==> src/rtl/baud_tick_pkg.sv <==
package baud_tick_pkg;

    localparam int DIV_W = 23;

    typedef struct packed {
        logic [3:0]       rsvd_hi;   // 31:28
        logic             half;      // 27 : crystal / 2, overrides bit 26
        logic             direct;    // 26 : crystal undivided
        logic             rsvd_lo;   // 25
        logic             use_xtal;  // 24 : crystal path selected
        logic             enable;    // 23
        logic [DIV_W-1:0] divisor;   // 22:0
    } ctrl_t;

    typedef enum logic [1:0] {
        SRC_SYS4   = 2'd0,
        SRC_XTAL3  = 2'd1,
        SRC_XTAL1  = 2'd2,
        SRC_XTAL2  = 2'd3
    } src_sel_e;

    function automatic ctrl_t clean_ctrl(input logic [31:0] raw);
        ctrl_t c;
        c = ctrl_t'(raw);
        c.rsvd_hi = '0;
        c.rsvd_lo = 1'b0;
        return c;
    endfunction

    function automatic src_sel_e pick_source(input ctrl_t c);
        if (!c.use_xtal)   return SRC_SYS4;
        else if (c.half)   return SRC_XTAL2;
        else if (c.direct) return SRC_XTAL1;
        else               return SRC_XTAL3;
    endfunction

endpackage

==> src/rtl/bt_prescale.sv <==
module bt_prescale #(
    parameter int N = 3
) (
    input  logic clk,
    input  logic rst,
    input  logic clr,
    input  logic in_stb,
    output logic out_stb
);
    localparam int CW = (N > 1) ? $clog2(N) : 1;
    localparam logic [CW-1:0] LAST = CW'(N - 1);

    logic [CW-1:0] cnt_q;

    assign out_stb = in_stb && (cnt_q == LAST);

    always_ff @(posedge clk) begin
        if (rst || clr) begin
            cnt_q <= '0;
        end else if (in_stb) begin
            cnt_q <= (cnt_q == LAST) ? '0 : cnt_q + 1'b1;
        end
    end
endmodule

==> src/rtl/bt_src_mux.sv <==
module bt_src_mux
    import baud_tick_pkg::*;
(
    input  src_sel_e sel,
    input  logic     sys4_stb,
    input  logic     xtal3_stb,
    input  logic     xtal1_stb,
    input  logic     xtal2_stb,
    output logic     src_stb
);
    always_comb begin
        unique case (sel)
            SRC_SYS4:  src_stb = sys4_stb;
            SRC_XTAL3: src_stb = xtal3_stb;
            SRC_XTAL1: src_stb = xtal1_stb;
            SRC_XTAL2: src_stb = xtal2_stb;
            default:   src_stb = 1'b0;
        endcase
    end
endmodule

==> src/rtl/bt_down_cnt.sv <==
module bt_down_cnt #(
    parameter int W = 23
) (
    input  logic         clk,
    input  logic         rst,
    input  logic         load,
    input  logic [W-1:0] load_val,
    input  logic [W-1:0] reload_val,
    input  logic         run,
    input  logic         stb,
    output logic         tick,
    output logic [W-1:0] cnt
);
    always_ff @(posedge clk) begin
        if (rst) begin
            cnt  <= '0;
            tick <= 1'b0;
        end else if (load) begin
            cnt  <= load_val;
            tick <= 1'b0;
        end else begin
            tick <= 1'b0;
            if (run && stb) begin
                if (cnt == '0) begin
                    tick <= 1'b1;
                    cnt  <= reload_val;
                end else begin
                    cnt <= cnt - 1'b1;
                end
            end
        end
    end
endmodule

==> src/rtl/baud_tick_gen.sv <==
module baud_tick_gen
    import baud_tick_pkg::*;
#(
    parameter int SYS_DIV   = 4,
    parameter int XTAL_SLOW = 3,
    parameter int XTAL_HALF = 2
) (
    input  logic        clk,
    input  logic        rst,
    input  logic        cfg_we,
    input  logic [31:0] cfg_wdata,
    output logic [31:0] cfg_rdata,
    input  logic        xtal_stb,
    output logic        baud_tick
);
    ctrl_t            ctrl_q;
    ctrl_t            ctrl_new;
    src_sel_e         src_sel;
    logic             sys4_stb;
    logic             xtal3_stb;
    logic             xtal2_stb;
    logic             src_stb;
    logic [DIV_W-1:0] cnt_q;

    assign ctrl_new  = clean_ctrl(cfg_wdata);
    assign cfg_rdata = ctrl_q;
    assign src_sel   = pick_source(ctrl_q);

    always_ff @(posedge clk) begin
        if (rst) begin
            ctrl_q <= '0;
        end else if (cfg_we) begin
            ctrl_q <= ctrl_new;
        end
    end

    bt_prescale #(.N(SYS_DIV)) i_pre_sys (
        .clk(clk), .rst(rst), .clr(cfg_we),
        .in_stb(1'b1), .out_stb(sys4_stb)
    );

    bt_prescale #(.N(XTAL_SLOW)) i_pre_slow (
        .clk(clk), .rst(rst), .clr(cfg_we),
        .in_stb(xtal_stb), .out_stb(xtal3_stb)
    );

    bt_prescale #(.N(XTAL_HALF)) i_pre_half (
        .clk(clk), .rst(rst), .clr(cfg_we),
        .in_stb(xtal_stb), .out_stb(xtal2_stb)
    );

    bt_src_mux i_mux (
        .sel(src_sel),
        .sys4_stb(sys4_stb),
        .xtal3_stb(xtal3_stb),
        .xtal1_stb(xtal_stb),
        .xtal2_stb(xtal2_stb),
        .src_stb(src_stb)
    );

    bt_down_cnt #(.W(DIV_W)) i_cnt (
        .clk(clk),
        .rst(rst),
        .load(cfg_we),
        .load_val(ctrl_new.divisor),
        .reload_val(ctrl_q.divisor),
        .run(ctrl_q.enable),
        .stb(src_stb),
        .tick(baud_tick),
        .cnt(cnt_q)
    );
endmodule

==> config.mk <==
export PLATFORM = sky130hd
export DESIGN_NAME = baud_tick_gen
export DESIGN_NICKNAME = d
export VERILOG_FILES = /design/src/rtl/baud_tick_pkg.sv /design/src/rtl/bt_prescale.sv /design/src/rtl/bt_src_mux.sv /design/src/rtl/bt_down_cnt.sv /design/src/rtl/baud_tick_gen.sv
export SDC_FILE = /design/constraint.sdc
export NUM_CORES = 1
export LEC_CHECK = 0
export CAP_MARGIN = 15
export CORE_MARGIN = 2
export CORE_UTILIZATION = 50
export CTS_BUF_LIST = sky130_fd_sc_hd__clkbuf_16
export CTS_CLUSTER_SIZE = 16
export DETAILED_ROUTE_END_ITERATION = 7
export PLACE_DENSITY = 0.79
export SYNTH_ARGS = -nofsm -noshare
export SYNTH_HDL_FRONTEND = slang
export SYNTH_SLANG_ARGS = --single-unit
export TNS_END_PERCENT = 50
==> constraint.sdc <==
create_clock -name clk -period 6.2 [get_ports clk]
set_input_delay 1.24 -clock clk [delete_from_list [all_inputs] [get_ports clk]]
set_output_delay 1.24 -clock clk [all_outputs]
set_load 0.01 [all_outputs]
After elaboration in Yosys (flattened, before gate mapping)
Index checks and enable logic that the tools add are counted.
Widths: inputs -> output; s select.
{"block": "word_totals", "word_cells": 39, "output_inout_bits": 33, "register_bits": 56, "inputBits": 36}
{"block": "classes", "n_mux": 10, "addsub": 4, "reduce_logical": 9, "eq_ne": 5, "bitwise_logic": 1}
{"operator": "$mux 23", "count": 3}
{"operator": "$logic_not 23->1", "count": 1}
{"operator": "$sub 23x1->23 const B", "count": 1}
{"operator": "$eq 2x2->1 const B", "count": 4}
{"operator": "$mux 2", "count": 4}
{"operator": "$add 2x1->2 const B", "count": 2}
{"operator": "$pmux 1 s4", "count": 1}
{"operator": "$logic_and 1x1->1", "count": 3}
{"operator": "$reduce_or 3->1", "count": 1}
{"operator": "$eq 2x1->1 const B", "count": 1}
{"operator": "$logic_not 2->1", "count": 1}
{"operator": "$mux 1", "count": 2}
{"operator": "$reduce_bool 2->1", "count": 1}
{"operator": "$reduce_or 2->1", "count": 1}
{"operator": "$add 1x1->1 const B", "count": 1}
{"operator": "$logic_or 1x1->1", "count": 1}
{"operator": "$not 1->1", "count": 1}

Logic depth before layout (Yosys ltp)
{"block": "logic_depth", "word_depth": 8, "mapped_depth": 8, "depth_no_buf": 7}

Cells and area by module
A second synthesis with hierarchy kept.
{"block": "unflattened", "hier_cells": 362, "area_unflattened_um2": 3124.2}
{"module": "bt_down_cnt", "cells_per_inst": 242, "area_per_inst_um2": 1814.2, "seq_area_each_um2": 480.5, "instances": 1}
{"module": "baud_tick_gen", "cells_per_inst": 97, "area_per_inst_um2": 1042.2, "seq_area_each_um2": 540.5, "instances": 1}
{"module": "bt_prescale (i_pre_sys)", "cells_per_inst": 9, "area_per_inst_um2": 101.3, "seq_area_each_um2": 40.0, "instances": 1}
{"module": "bt_prescale (i_pre_slow)", "cells_per_inst": 9, "area_per_inst_um2": 97.6, "seq_area_each_um2": 40.0, "instances": 1}
{"module": "bt_prescale (i_pre_half)", "cells_per_inst": 4, "area_per_inst_um2": 46.3, "seq_area_each_um2": 20.0, "instances": 1}
{"module": "bt_src_mux", "cells_per_inst": 1, "area_per_inst_um2": 22.5, "seq_area_each_um2": 0.0, "instances": 1}

Least setup slack after synthesis
Ideal clock, no wire load.
{"block": "synth_timing", "path_type": "input port to flip-flop", "start": "in cfg_we", "end": "reg i_cnt.cnt[7]", "required_time_ns": 6.140, "setup_slack_ns": 3.533, "cell_stages": 6, "setup_time_ns": 0.060, "n_path_buf": 2, "arrival_time_ns": 2.607, "path_cell_list": "clkbuf_1 > clkinv_1 > o211a_1 > clkbuf_1 > a221oi_1 > o31a_1"}
{"block": "synth_between", "elab_chain_len": 1, "elab_cells_between_ends": 2, "classes_between": "1 x mux; 1 x reduce/logical"}
{"item": "from (decl)", "line_no": "baud_tick_gen.sv:10", "text": "input logic cfg_we,"}
{"item": "$mux 23 or $reduce_bool 2->1 (tied branches)"}
{"item": "to (signal assigned)", "line_no": "bt_down_cnt.sv:19", "text": "cnt <= load_val;"}
{"item": "to (signal assigned)", "line_no": "bt_down_cnt.sv:26", "text": "cnt <= reload_val;"}
{"item": "to (signal assigned)", "line_no": "bt_down_cnt.sv:28", "text": "cnt <= cnt - 1'b1;"}
{"item": "to (decl)", "line_no": "bt_down_cnt.sv:12", "text": "output logic [W-1:0] cnt"}
Parallel ways exist; a longest one is shown, timed or not.
A chain may end at the register's enable or synchronous reset.

Worst setup path after layout
{"block": "layout_timing", "start": "in cfg_we", "end": "reg i_cnt.cnt[14]"}
The elaborated chain is that of the path after synthesis.

==> results.sh <==
export IMPL_status="finished, final reports clean"
export IMPL_clock_latency_ns=0.29
export IMPL_cap_violations=0
export IMPL_synthFlopType="dfxtp_1"
export IMPL_cp_required_ns=6.39
export IMPL_min_period_ns=3.60
export IMPL_wirelength_um=8320
export IMPL_swShare_pct=28.3
export IMPL_grt_pass1_wl_um=13600
export IMPL_cp_slowest_cell="clkinv_1"
export IMPL_slew_headroom_pct=41.3
export IMPL_cts_resized=0
export IMPL_dieWidth_um=83.3
export IMPL_crit_buf_inv=3
export IMPL_seq_power_share_pct=44.5
export IMPL_synth_warnings=0
export IMPL_ys_ff_latch=56
export IMPL_synth_avg_cell_area_um2=8.54
export IMPL_path_delay_family="buffers and inverters"
export IMPL_cts_root_buf="clkbuf_16"
export IMPL_clkTransAtPathRegs_ns=0.07
export IMPL_antenna_found_initial=0
export IMPL_p_int_uw=653
export IMPL_worstPathArrival_ns=3.79
export IMPL_gp_congestion=0.881
export IMPL_p_sw_uw=258
export IMPL_layout_drive_gt1_share_pct=7.86
export IMPL_n_antenna_cell=0
export IMPL_syn_inst=368
export IMPL_crit_reg2reg_launch="i_cnt.cnt[0]"
export IMPL_nets=445
export IMPL_start_kind="primary input"
export IMPL_ys_types=61
export IMPL_wl_per_cell_um=17.3
export IMPL_setup_tns_ns=0
export IMPL_cts_tree="built"
export IMPL_grt_use_total_pct=23.3
export IMPL_fin_total_pwr_uw=910
export IMPL_drt_initial_drc_count=391
export IMPL_drc_errors=0
export IMPL_start_util_pct=52.4
export IMPL_port_buffers=58
export IMPL_dp_final_hpwl_um=5260
export IMPL_rsz0062_at_grt="no"
export IMPL_clock_fmax_ghz=0.278
export IMPL_path_cells="buf_2 -> buf_4 -> clkinv_1 -> o211a_1 -> a21boi_0 -> nor4_1"
export IMPL_worstHoldStart="i_pre_sys.cnt_q[0]"
export IMPL_clock_sinks=56
export IMPL_htreeDepth=2
export IMPL_powerDensity_nw_per_um2=236
export IMPL_core_um2=5990
export IMPL_num_fill_cells=509
export IMPL_row_count=28
export IMPL_synthesis_area_um2=3140
export IMPL_hold_path_class="reg2reg"
export IMPL_hold_violations=0
export IMPL_crit_fanout=55
export IMPL_setup_viol=0
export IMPL_fin_crit_sh_pct=58.0
export IMPL_grt_max_degree=56
export IMPL_grt_pass1_vias=2805
export IMPL_syn_to_final_growth_pct=22.5
export IMPL_numCtsBuffers=5
export IMPL_ys_seq_area_share_pct=35.7
export IMPL_worst_setup_path_type="in2reg"
export IMPL_ios=69
export IMPL_cts_setup_buffers=0
export IMPL_die_h_um=83.3
export IMPL_die_area_um2=6930
export IMPL_end_kind="flip-flop"
export IMPL_vias=3006
export IMPL_drt_vias_per_instance=6.24
export IMPL_dr_pass1_iters=6
export IMPL_grt_overflow_total=0
export IMPL_ant_nets=0
export IMPL_async_flop_share_pct=0
export IMPL_drv_slew=0
export IMPL_synth_edff_count=0
export IMPL_comb_power_share_pct=19.8
export IMPL_fin_skew_ns=0.00382
export IMPL_clk_path_buf_depth=2
export IMPL_critPathMaxStageDelay_ns=0.78
export IMPL_p_clk_share_pct=35.7
export IMPL_p_leak_nw=1.40
export IMPL_cts_hold_buffers=0
export IMPL_max_slew_worst_pin_slew_ns=0.881
export IMPL_peakVddDrop_uv=181
export IMPL_crit_path_start="cfg_we"
[cells by family (layout without fill, tap and decap cells)]
logic type	after synthesis	in the layout	synth area share, %
AO/OA/AOI/OAI	102	102	24.5
other	1	5	0.119
buffers and inverters	49	84	7.05
XOR/XNOR	2	2	0.558
multiplexers	21	21	6.69
AND/OR/NAND/NOR	134	134	24.2
adder cells (fa/ha/maj)	3	3	1.19
flip-flops	56	56	35.7
[state kept, by name (all words and copies together) (netlist names)]
signal and flops:
cfg_rdata 27, i_cnt.cnt 23, i_cnt.tick 1, i_pre_half.cnt_q 1
i_pre_slow.cnt_q 2, i_pre_sys.cnt_q 2
[cell usage in the layout (no fill, tap or decap), drive strengths merged, types with 6 or more instances in the layout]
master	count
a2111oi	8
nand3	8
o21ai	11
nor3	17
clkdlybuf4s50	56
a211oi	11
nor4	9
or3	8
dfxtp	56
nand4	6
buf	6
nand2	22
nor2	41
mux2i	21
inv	13
o31ai	6
a21oi	21
[cells in the mapped netlist (5+ instances only)]
master,count,area [um^2]
nand2_1,22,82.6
a2111oi_2,7,105
nand4_1,6,37.5
nor4_1,7,43.8
nand3_1,8,40.0
or3_1,8,50.1
buf_4,7,52.6
nor2_1,41,154
o21ai_0,10,50.1
o31a_1,5,43.8
mux2i_1,21,210
dfxtp_1,56,1120
a221oi_1,5,43.8
inv_1,13,48.8
o31ai_1,6,45.0
o21bai_1,5,37.5
clkbuf_1,20,75.1
a211oi_1,11,82.6
o22ai_1,5,31.3
nor3_1,13,65.1
a21oi_1,21,105
[routing by layer]
layer,part of all wire (%),vias to the layer above,global-route usage (%)
li1,-,1442,-
met1,45,1429,31.7
met2,48,124,38.1
met3,6.1,11,4.37
met4,1.1,0,5.81
met5,0,-,0
[final timing paths]
path	endpoint	slack [ns]	cells past startpoint
worst min register to register	i_pre_sys.cnt_q[0]	0.44	1
worst max-delay path	i_cnt.cnt[14]	2.60	6
worst max register to register	i_cnt.cnt[12]	3.49	7
worst min-delay path	i_pre_sys.cnt_q[0]	0.44	1
[per-stage QoR]
| step | instances | util (%) | hold WS [ns] | cell area [um^2] | setup slack [ns] |
|---|---|---|---|---|---|
| 3_3_place_gp | 474 | 61.5 | 0.417 | 3680 | 2.36 |
| 6_report | 482 | 64.3 | 0.441 | 3850 | 2.60 |
| 5_1_grt | 482 | 64.3 | 0.451 | 3850 | 2.41 |
| 4_1_cts | 482 | 64.3 | 0.444 | 3850 | 2.59 |
| 3_5_place_dp | 474 | 61.5 | 0.426 | 3680 | 2.31 |
| 2_1_floorplan | 372 | - | 0.408 | 3160 | 3.53 |
[power by group through the flow]
stage | combinational (mW) | sequential [mW] | clock [mW]
detailed placement | 0.177 | 0.413 | 0
finish | 0.180 | 0.405 | 0.325
global placement | 0.174 | 0.412 | 0
CTS | 0.179 | 0.405 | 0.325
global route | 0.196 | 0.408 | 0.343
floorplan | 0.117 | 0.410 | 0
[cell type report]
cell class	instances	area, um^2	share of cell area (%)
inverters	14	52.6	1.36
clock inverters	3	42.5	1.10
repair buffers	62	601	15.6
well taps	75	93.8	2.44
multi-input cells	267	1810	47.1
clock buffers	5	125	3.25
flip-flops and latches	56	1120	29.1
Power figures use the tool's default switching activity.
